## config.mk

```make
export PLATFORM = sky130hd
export DESIGN_NAME = wide_coalescer
export DESIGN_NICKNAME = d
export VERILOG_FILES = /design/src/rtl/cw_pkg.sv /design/src/rtl/cw_order_chk.sv /design/src/rtl/cw_window.sv /design/src/rtl/wide_coalescer.sv
export SDC_FILE = /design/constraint.sdc
export NUM_CORES = 1
export LEC_CHECK = 0
export ABC_CLOCK_PERIOD_IN_PS = 3500
export BUFFER_PORTS_ARGS = -buffer_cell sky130_fd_sc_hd__buf_2
export CORE_ASPECT_RATIO = 0.7
export CORE_MARGIN = 1.5
export CORE_UTILIZATION = 25
export CTS_CLUSTER_SIZE = 24
export DETAILED_ROUTE_END_ITERATION = 8
export PLACE_DENSITY = 0.47
export SETUP_SLACK_MARGIN = 0.5
export SLEW_MARGIN = 20
export SYNTH_ARGS = -nofsm -noshare
export SYNTH_HDL_FRONTEND = slang
export SYNTH_SLANG_ARGS = --single-unit
export TNS_END_PERCENT = 10
```

## constraint.sdc

```tcl
create_clock -name clk -period 3.5 [get_ports clk]
set_clock_uncertainty 0.1 [all_clocks]
set_input_delay 0.35 -clock clk [delete_from_list [all_inputs] [get_ports clk]]
set_output_delay 0.35 -clock clk [all_outputs]
set_load 0.005 [all_outputs]
```

## src/rtl/cw_pkg.sv

```systemverilog
package cw_pkg;

  typedef enum logic [1:0] {
    SZ_BYTE = 2'd0,
    SZ_HALF = 2'd1,
    SZ_WORD = 2'd2,
    SZ_BAD  = 2'd3
  } size_code_e;

  // Byte count of a size code; illegal code maps to zero.
  function automatic logic [2:0] size_bytes(input logic [1:0] code);
    case (code)
      SZ_BYTE: size_bytes = 3'd1;
      SZ_HALF: size_bytes = 3'd2;
      SZ_WORD: size_bytes = 3'd4;
      default: size_bytes = 3'd0;
    endcase
  endfunction

endpackage

```

## src/rtl/cw_order_chk.sv

```systemverilog
module cw_order_chk #(
  parameter int OFS_W = 16
) (
  input  logic             clk,
  input  logic             rst_n,
  input  logic             fire,
  input  logic [OFS_W-1:0] offset,
  input  logic             size_bad,
  input  logic             last,
  output logic             err
);

  logic             ref_vld_q, ref_vld_d;
  logic [OFS_W-1:0] ref_ofs_q, ref_ofs_d;

  assign err = size_bad || (ref_vld_q && (offset < ref_ofs_q));

  always_comb begin
    ref_vld_d = ref_vld_q;
    ref_ofs_d = ref_ofs_q;
    if (fire) begin
      if (last) begin
        ref_vld_d = 1'b0;
      end else if (!err) begin
        ref_vld_d = 1'b1;
        ref_ofs_d = offset;
      end
    end
  end

  always_ff @(posedge clk or negedge rst_n) begin
    if (!rst_n) begin
      ref_vld_q <= 1'b0;
      ref_ofs_q <= '0;
    end else if (fire) begin
      ref_vld_q <= ref_vld_d;
      ref_ofs_q <= ref_ofs_d;
    end
  end

  // a packed, non-final request becomes the order reference
  a_r8_ref_update: assert property (@(posedge clk) disable iff (!rst_n)
    (fire && !err && !last) |=> (ref_vld_q && ref_ofs_q == $past(offset)));

endmodule

```

## src/rtl/cw_window.sv

```systemverilog
module cw_window #(
  parameter int OFS_W      = 16,
  parameter int PORT_BYTES = 16,
  parameter int IDX_W      = 8,
  parameter int LANE_W     = 4
) (
  input  logic              clk,
  input  logic              rst_n,
  input  logic              fire,
  input  logic [OFS_W-1:0]  offset,
  input  logic [2:0]        nbytes,
  input  logic              err,
  input  logic              last,
  output logic [IDX_W-1:0]  idx,
  output logic [LANE_W-1:0] lane,
  output logic              close_v,
  output logic [OFS_W-1:0]  close_start,
  output logic              flush_v,
  output logic [OFS_W-1:0]  flush_start
);

  localparam int EW = OFS_W + 1;

  logic             open_q, open_a;
  logic [OFS_W-1:0] start_q, start_a;
  logic [EW-1:0]    limit_q, limit_a;
  logic [IDX_W-1:0] idx_q, idx_a;
  logic [EW-1:0]    last_byte;
  logic             fits;

  assign last_byte = EW'(offset) + EW'(nbytes) - EW'(1);
  assign fits      = open_q && (last_byte <= limit_q);

  // State after this request, and the beat fields it produces
  always_comb begin
    open_a      = open_q;
    start_a     = start_q;
    limit_a     = limit_q;
    idx_a       = idx_q;
    idx         = '0;
    lane        = '0;
    close_v     = 1'b0;
    close_start = '0;
    if (!err) begin
      if (fits) begin
        idx  = idx_q;
        lane = LANE_W'(offset - start_q);
      end else begin
        close_v     = open_q;
        close_start = start_q;
        open_a      = 1'b1;
        start_a     = offset;
        limit_a     = EW'(offset) + EW'(PORT_BYTES - 1);
        idx_a       = open_q ? idx_q + IDX_W'(1) : idx_q;
        idx         = idx_a;
      end
    end
    flush_v     = last && open_a;
    flush_start = start_a;
  end

  always_ff @(posedge clk or negedge rst_n) begin
    if (!rst_n) begin
      open_q  <= 1'b0;
      start_q <= '0;
      limit_q <= '0;
      idx_q   <= '0;
    end else if (fire) begin
      open_q  <= last ? 1'b0 : open_a;
      start_q <= start_a;
      limit_q <= limit_a;
      idx_q   <= last ? '0 : idx_a;
    end
  end

  // an absorbed request never reaches past the window end
  a_r5_inside: assert property (@(posedge clk) disable iff (!rst_n)
    (fire && !err && fits) |-> (32'(lane) + 32'(nbytes) <= PORT_BYTES));

endmodule

```

## src/rtl/wide_coalescer.sv

```systemverilog
module wide_coalescer #(
  parameter int OFS_W     = 16,
  parameter int PORT_BITS = 128,
  parameter int IDX_W     = 8
) (
  input  logic                           clk,
  input  logic                           rst_n,
  input  logic                           in_valid,
  output logic                           in_ready,
  input  logic [OFS_W-1:0]               in_offset,
  input  logic [1:0]                     in_size,
  input  logic                           in_last,
  output logic                           out_valid,
  input  logic                           out_ready,
  output logic                           out_err,
  output logic [IDX_W-1:0]               out_win_idx,
  output logic [$clog2(PORT_BITS/8)-1:0] out_lane,
  output logic                           out_close_valid,
  output logic [OFS_W-1:0]               out_close_start,
  output logic                           out_flush_valid,
  output logic [OFS_W-1:0]               out_flush_start,
  output logic                           out_last
);

  import cw_pkg::*;

  localparam int PORT_BYTES = PORT_BITS / 8;
  localparam int LANE_W     = $clog2(PORT_BYTES);

  logic              fire;
  logic              err;
  logic [2:0]        nbytes;
  logic              size_bad;
  logic [IDX_W-1:0]  w_idx;
  logic [LANE_W-1:0] w_lane;
  logic              w_cv, w_fv;
  logic [OFS_W-1:0]  w_cs, w_fs;

  assign in_ready = !out_valid || out_ready;
  assign fire     = in_valid && in_ready;
  assign nbytes   = size_bytes(in_size);
  assign size_bad = (in_size == SZ_BAD);

  cw_order_chk #(.OFS_W(OFS_W)) u_order (
    .clk(clk), .rst_n(rst_n), .fire(fire), .offset(in_offset),
    .size_bad(size_bad), .last(in_last), .err(err)
  );

  cw_window #(
    .OFS_W(OFS_W), .PORT_BYTES(PORT_BYTES), .IDX_W(IDX_W), .LANE_W(LANE_W)
  ) u_win (
    .clk(clk), .rst_n(rst_n), .fire(fire), .offset(in_offset),
    .nbytes(nbytes), .err(err), .last(in_last),
    .idx(w_idx), .lane(w_lane), .close_v(w_cv), .close_start(w_cs),
    .flush_v(w_fv), .flush_start(w_fs)
  );

  // Output stage: valid next-state and payload load enable
  logic vld_d;
  always_comb begin
    vld_d = out_valid;
    if (fire)           vld_d = 1'b1;
    else if (out_ready) vld_d = 1'b0;
  end

  always_ff @(posedge clk or negedge rst_n) begin
    if (!rst_n) out_valid <= 1'b0;
    else        out_valid <= vld_d;
  end

  always_ff @(posedge clk or negedge rst_n) begin
    if (!rst_n) begin
      out_err         <= 1'b0;
      out_win_idx     <= '0;
      out_lane        <= '0;
      out_close_valid <= 1'b0;
      out_close_start <= '0;
      out_flush_valid <= 1'b0;
      out_flush_start <= '0;
      out_last        <= 1'b0;
    end else if (fire) begin
      out_err         <= err;
      out_win_idx     <= w_idx;
      out_lane        <= w_lane;
      out_close_valid <= w_cv;
      out_close_start <= w_cs;
      out_flush_valid <= w_fv;
      out_flush_start <= w_fs;
      out_last        <= in_last;
    end
  end

  // a stalled beat holds every field
  a_r10_hold: assert property (@(posedge clk) disable iff (!rst_n)
    (out_valid && !out_ready) |=> (out_valid && $stable({out_err, out_win_idx,
      out_lane, out_close_valid, out_close_start, out_flush_valid,
      out_flush_start, out_last})));

  // a flush is only reported on the final beat
  a_r7_flush_last: assert property (@(posedge clk) disable iff (!rst_n)
    (out_valid && out_flush_valid) |-> out_last);

  // a dropped request never closes a window
  a_r8_err_no_close: assert property (@(posedge clk) disable iff (!rst_n)
    (out_valid && out_err) |-> !out_close_valid);

  // a request that opens a window sits on lane 0
  a_r4_close_lane0: assert property (@(posedge clk) disable iff (!rst_n)
    (out_valid && out_close_valid) |-> (out_lane == '0 && !out_err));

endmodule

```

==> Word-level counts from Yosys, hierarchy flattened <==
Index checks and enable logic that the tools add are counted.
{ "op_classes": {"mul": 0, "n_eq_ne": 4, "shifts": 0, "div_mod_pow": 0, "mux": 19, "n_reduce_logical": 12, "n_addsub": 5, "order_cmp": 2, "bitwise_logic": 3} }
{ "ops": {"columns": ["op", "n"], "rows": [
  ["8-bit two-way mux", 5],
  ["16-bit two-way mux", 2],
  ["16-bit by 3-bit adder with 17-bit output", 1],
  ["16-bit by 4-bit adder with 17-bit output (second input constant)", 1],
  ["17-bit <= comparator", 1],
  ["17-bit by 1-bit subtractor with 17-bit output (second input constant)", 1],
  ["16-bit < comparator", 1],
  ["1-bit two-way mux", 9],
  ["3-bit case mux with 3 select lines", 1],
  ["8-bit by 1-bit adder with 8-bit output (second input constant)", 1],
  ["4-bit two-way mux", 2],
  ["3-bit AND reduction", 2],
  ["2-bit equality test (second input constant)", 2],
  ["1-bit logical AND", 4],
  ["4-bit subtractor", 1],
  ["1-bit inverter", 3],
  ["2-bit by 1-bit equality test with 1-bit output (second input constant)", 1],
  ["2-bit logical NOT", 1],
  ["1-bit logical OR", 2],
  ["2-bit != test (second input constant)", 1],
  ["2-bit AND reduction", 1],
  ["2-bit nonzero test", 1],
  ["1-bit logical NOT", 1]
]} }
{ "word_totals": {"memories": 0, "latchBits": 0, "register_bits": 92, "input_bits": 23, "rom_bits": 0, "output_inout_bits": 50, "elab_cells": 59, "ram_bits": 0} }

==> Depth between registers and ports, before layout <==
{ "depth": {"word_depth": 9, "mapped_depth": 23, "ltp_nobuf": 21} }

==> Modules after synthesis <==
Synthesis repeated with hierarchy kept, for this count alone.
{ "hier_totals": {"cells_unflattened": 661, "area_unflattened_um2": 7118.1} }
{ "by_module_without_submodules": {"columns": ["module", "area_each_um2", "instances", "seq_area_each_um2", "cells_each"], "rows": [
  ["cw_window", 4107.7, 1, 1051.0, 455],
  ["wide_coalescer", 1895.6, 1, 1226.2, 110],
  ["cw_order_chk", 1114.8, 1, 425.4, 96]
]} }

==> Worst setup path after synthesis <==
Ideal clock, no wire load.
{ "synth_timing": {"path_type": "input to register", "from": "input port in_size[0]", "to": "register u_win.limit_q[0]", "arrival_ns": 4.457, "path_buffers": 2, "cell_stages": 23, "required_ns": 3.275, "setup_ns": 0.125, "setup_slack_ns": -1.182, "path_cell_list": "or2_2 -> ha_1 -> inv_1 -> ha_1 -> inv_1 -> fa_1 -> nor2b_1 -> o21ai_0 -> a21boi_1 -> o41ai_1 -> a31oi_1 -> nor2_1 -> o311ai_0 -> ha_1 -> and4_1 -> and4_4 -> a221oi_4 -> o211ai_4 -> a21boi_4 -> nand2b_1 -> buf_6 -> buf_12 -> mux2_4"} }
{ "synth_between": {"elab_chain_cells": 8, "elab_cells_between_ends": 13, "cone_classes": "2 x add/sub; 1 x order compare; 3 x eq/ne; 1 x mux; 2 x bitwise; 4 x reduce/logical"} }
{ "synth_rtl": {"columns": ["element", "line_no", "text"], "rows": [
  ["start: declaration", "wide_coalescer.sv:11", "input logic [1:0] in_size,"],
  ["2-bit equality test (tied with other cells)", "cw_pkg.sv:12", "case (code)"],
  ["3-bit case mux with 3 select lines", "cw_pkg.sv:12", null],
  ["16-bit by 3-bit adder with 17-bit output", "cw_window.sv:31", "assign last_byte = EW'(offset) + EW'(nbytes) - EW'(1);"],
  ["17-bit by 1-bit subtractor with 17-bit output", "cw_window.sv:31", null],
  ["17-bit <= comparator", "cw_window.sv:32", "assign fits = open_q && (last_byte <= limit_q);"],
  ["1-bit logical AND", "cw_window.sv:32", null],
  ["1-bit inverter (no line)", null, null],
  ["3-bit AND reduction (no line) (*)", null, null],
  ["end signal: assignment", "cw_window.sv:71", "limit_q <= limit_a;"],
  ["end: declaration", "cw_window.sv:26", "logic [EW-1:0] limit_q, limit_a;"]
]} }
Every way passes the cells marked *; elsewhere a longest branch is shown, timed or not.
A chain may end at the register's enable or synchronous reset.

==> Final worst setup path <==
{ "layout_timing": {"from": "input port in_size[0]", "to": "register u_win.start_q[12]"} }
{ "layout_between": {"elab_chain_cells": 8, "elab_cells_between_ends": 13, "cone_classes": "2 x add/sub; 1 x order compare; 3 x eq/ne; 1 x mux; 2 x bitwise; 4 x reduce/logical"} }
{ "layout_rtl": {"columns": ["element", "line_no", "text"], "rows": [
  ["2-bit equality test (tied with other cells)", "cw_pkg.sv:12", null],
  ["3-bit case mux with 3 select lines", "cw_pkg.sv:12", null],
  ["16-bit by 3-bit adder with 17-bit output", "cw_window.sv:31", null],
  ["17-bit by 1-bit subtractor with 17-bit output", "cw_window.sv:31", null],
  ["17-bit <= comparator", "cw_window.sv:32", null],
  ["1-bit logical AND", "cw_window.sv:32", null],
  ["1-bit inverter (no line)", null, null],
  ["3-bit AND reduction (no line) (*)", null, null],
  ["end signal: assignment", "cw_window.sv:70", "start_q <= start_a;"],
  ["end: declaration", "cw_window.sv:25", "logic [OFS_W-1:0] start_q, start_a;"]
]} }
Marks and branches as above.

==> run summary <==
CTS tree -> done
Critical Path RT -> 3.63 ns
Worst-Margin Slew -> 0.585 ns
proportion of layout cells with a drive suffix above 1 -> 31.9%
cell count after synthesis -> 583
Logic pwr share -> 43.4%
Switch Pwr -> 1700 µW
PnR worst setup slack -> -0.742 ns
maximum root-to-sink buffer count -> 2
cts bufs inserted -> 9
fin util -> 34.4%
final cell count without fillers -> 1,064
starting density of the core -> 25.5%
pin count of the biggest net entering global routing -> 93
Internal Pwr Total -> 2990 µW
P&R area growth vs syn -> 34.8%
Hold Path Class -> primary input to register
Crit Path Max Fanout -> 7
slew margin rel. -> 60.9%
area of the multi-input gates -> 0.00333 mm²
VDD IR max -> 0.264 mV
number of synthesized flops with an enable pin -> 0
total track usage -> 13.4%
Max Clk Rate -> 236 MHz
max-cap viol count -> 0
RSZ-0062 raised after global routing -> yes
kind of critical path -> primary input to register
Synth Net Count -> 676
Seq/Total Area, Yosys -> 39.7%
row cnt -> 46
DIE AREA -> 0.0242 mm²
Final Hold Vio Count -> 0
Fillers -> 2,363
nets@finish -> 840
first-pass GRT wire length -> 24,800 µm
Mapped Area -> 0.00580 mm²
Post-synth ARST share -> 100%
Die Y -> 130 µm
Final min period -> 4.24 ns
vias in the first global route -> 4,401
ys flop type -> dfrtp_1
global placement routability congestion -> 0.779
H-Tree Depth -> 3
Clock Power Share -> 20.9%
grt met1 use -> 20.9%
core region area -> 0.0227 mm²
synthesized flop and latch total -> 92
Power Total -> 4690 µW
grt ovf -> 0
Reg power frac -> 35.7%
Pleak -> 0.00387 µW
outcome -> finished with violations
placed instance count -> 1,038
Hold Slack -> 0.121 ns
dpl hpwl -> 12,000 µm
Synth cell types -> 60
CP max-delay cell -> fa_2
failing checks -> negative setup slack
M3 GR Usage -> 2.80%
clk sinks -> 92
critical path data arrival time -> 4.38 ns
pre-CTS setup slack -> -1.30 ns
post-route ant nets -> 0
initial DRC count -> 146
CP peak stage delay -> 0.34 ns
fin crit share -> 121%
Final Max Slew Viols -> 0
Total Wirelength -> 15,400 µm
met2 GRT Util -> 18.8%
Worst Setup End Kind -> register
drt pass-1 iters -> 4
commonest non-fill, non-tap cell in the layout -> dfrtp_1
root buffer cell -> clkbuf_16
WL/cell -> 14.5 µm
Setup Viol. Count Final -> 70
vias per cell -> 4.30
most frequent cells in the layout -> 92 x dfrtp_1, 88 x buf_4, 69 x buf_2
Top-Level Pins -> 73
Sw Share -> 36.3%
chip width -> 185 µm
Syn Area/Cell -> 9.95 µm²
Diodes inserted -> 0
Startpoint Class -> primary input
Reg clk slew, reported paths -> 0.07 ns
Top Family by Delay on Critical Path -> compound AO/OA/AOI/OAI gates
DRC -> 0
via count -> 4,580
Yosys Warn Count -> 0
clk_lat worst skew -> 0.35 ns
most used routing layer -> met1
Crit path buffers/inverters -> 6
PD cells -> 600 mW/mm²
sequential cell area -> 0.00230 mm²
# port buffers -> 72
initial antenna violation count -> 0
## metrics by stage
stage	TNS (ns)	cell area, µm²
2_1_floorplan	-49.90	5880
3_3_place_gp	-80.00	7260
3_5_place_dp	-83.15	7260
4_1_cts	-43.80	7780
5_1_grt	-58.58	7820
6_report	-41.36	7820
## sequential cells by signal, indices dropped and copies added, names as in the netlist
| register | flops |
|---|---|
| u_order.ref_vld_q | 1 |
| u_win.start_q | 16 |
| out_lane | 4 |
| out_last | 1 |
| out_win_idx | 8 |
| u_win.idx_q | 8 |
| out_close_start | 16 |
| out_flush_valid | 1 |
| u_order.ref_ofs_q | 16 |
| u_win.open_q | 1 |
| out_close_valid | 1 |
| u_win.limit_q | 17 |
| out_valid | 1 |
| out_err | 1 |
## final cells by class
cell class	count	area share, %
clock inverter	7	0.896
multi-input combinational	403	42.6
tap	312	4.99
sequential	92	29.4
timing repair buffer	170	15.8
inverter	71	3.44
clock buffer	9	2.88
## power by group through the flow
stage          logic, µW  registers (µW)  clock network, µW
6_report            2040            1670                981
5_1_grt             2300            1720               1060
4_1_cts             2050            1680               1020
3_5_place_dp        1940            1690                  0
3_3_place_gp        1920            1690                  0
2_1_floorplan       1150            1650                  0
## path summary, 6_finish.rpt
path                                                   start                             to  slack, ns  cells after the start
hold reg to reg                         out_last$_DFFE_PN0P_           out_last$_DFFE_PN0P_       0.38                      2
setup / recovery                                  in_size[0]  u_win.start_q[12]$_DFFE_PN0P_      -0.74                     25
min in group asynchronous                              rst_n  u_win.limit_q[12]$_DFFE_PN0P_       0.46                      3
hold / removal                                      in_valid          out_valid$_DFFE_PN0P_       0.12                      2
setup reg to reg           u_order.ref_ofs_q[15]$_DFFE_PN0P_  u_win.start_q[12]$_DFFE_PN0P_       0.66                     11
max in group asynchronous                              rst_n     u_win.idx_q[2]$_DFFE_PN0P_       2.39                      3
## cells in the mapped netlist, types with 3 or more instances
master    number  share of area (%)
a21o_1         8                1.0
a21oi_1       28                2.4
a22o_1        19                2.9
a31oi_1        4               0.43
and2_1         4               0.43
and3_1         3               0.32
and4_1         4               0.60
buf_2          4               0.34
clkbuf_1       9               0.58
dfrtp_1       92                 40
ha_1          68                 15
inv_1         71                4.6
mux2_2        10                1.9
mux2_4         6                1.6
mux2i_1       21                3.6
nand2_1       58                3.8
nand2b_1       8               0.86
nand3_1       12                1.0
nand4_1       11                1.2
nor2_1        23                1.5
nor3_1         5               0.43
o211ai_1       4               0.52
o21ai_0       28                2.4
o21ai_1        4               0.34
o31ai_1        3               0.39
or3_1          3               0.32
xnor2_1       28                4.2
xor2_1         5               0.75
## layer usage
metal	vias to the layer above	share of wire, %
li1	2348	-
met4	0	0.78
met3	7	3.9
met5	-	0
met1	2154	56
met2	71	40
## worst register-to-register path: stages (launching register included)
cell and delay, ns:
dfrtp_1 0.32, inv_1 0.05, ha_1 0.30, nand4_1 0.19, nor3_2 0.29, a31oi_1 0.11
a32o_1 0.40, nor2_2 0.29, nand2b_4 0.11, buf_12 0.14, buf_12 0.13, mux2_4 0.29
## cells by family (layout without fill, tap and decap cells)
| group | after synthesis | count (layout) | synth area share [%] |
|---|---|---|---|
| AO/OA/AOI/OAI | 117 | 117 | 14.0 |
| XOR/XNOR | 33 | 33 | 4.98 |
| adder cells (fa/ha/maj) | 70 | 70 | 15.4 |
| buffers and inverters | 88 | 257 | 6.32 |
| flip-flops | 92 | 92 | 39.7 |
| multiplexers | 37 | 37 | 7.12 |
| AND/OR/NAND/NOR | 146 | 146 | 12.6 |
## what timing repair did
action / 4_1_cts / 5_1_grt
pin swaps: 27 / 11
endpoints found under the setup margin: 70 / 70
setup buffers: 5 / 3
hold endpoints to repair: 92 / 0
cloned: 1 / 0
gates resized for setup: 33 / 7
hold buffers: 1 / 0
No activity file was read; power rests on OpenSTA's default activity.
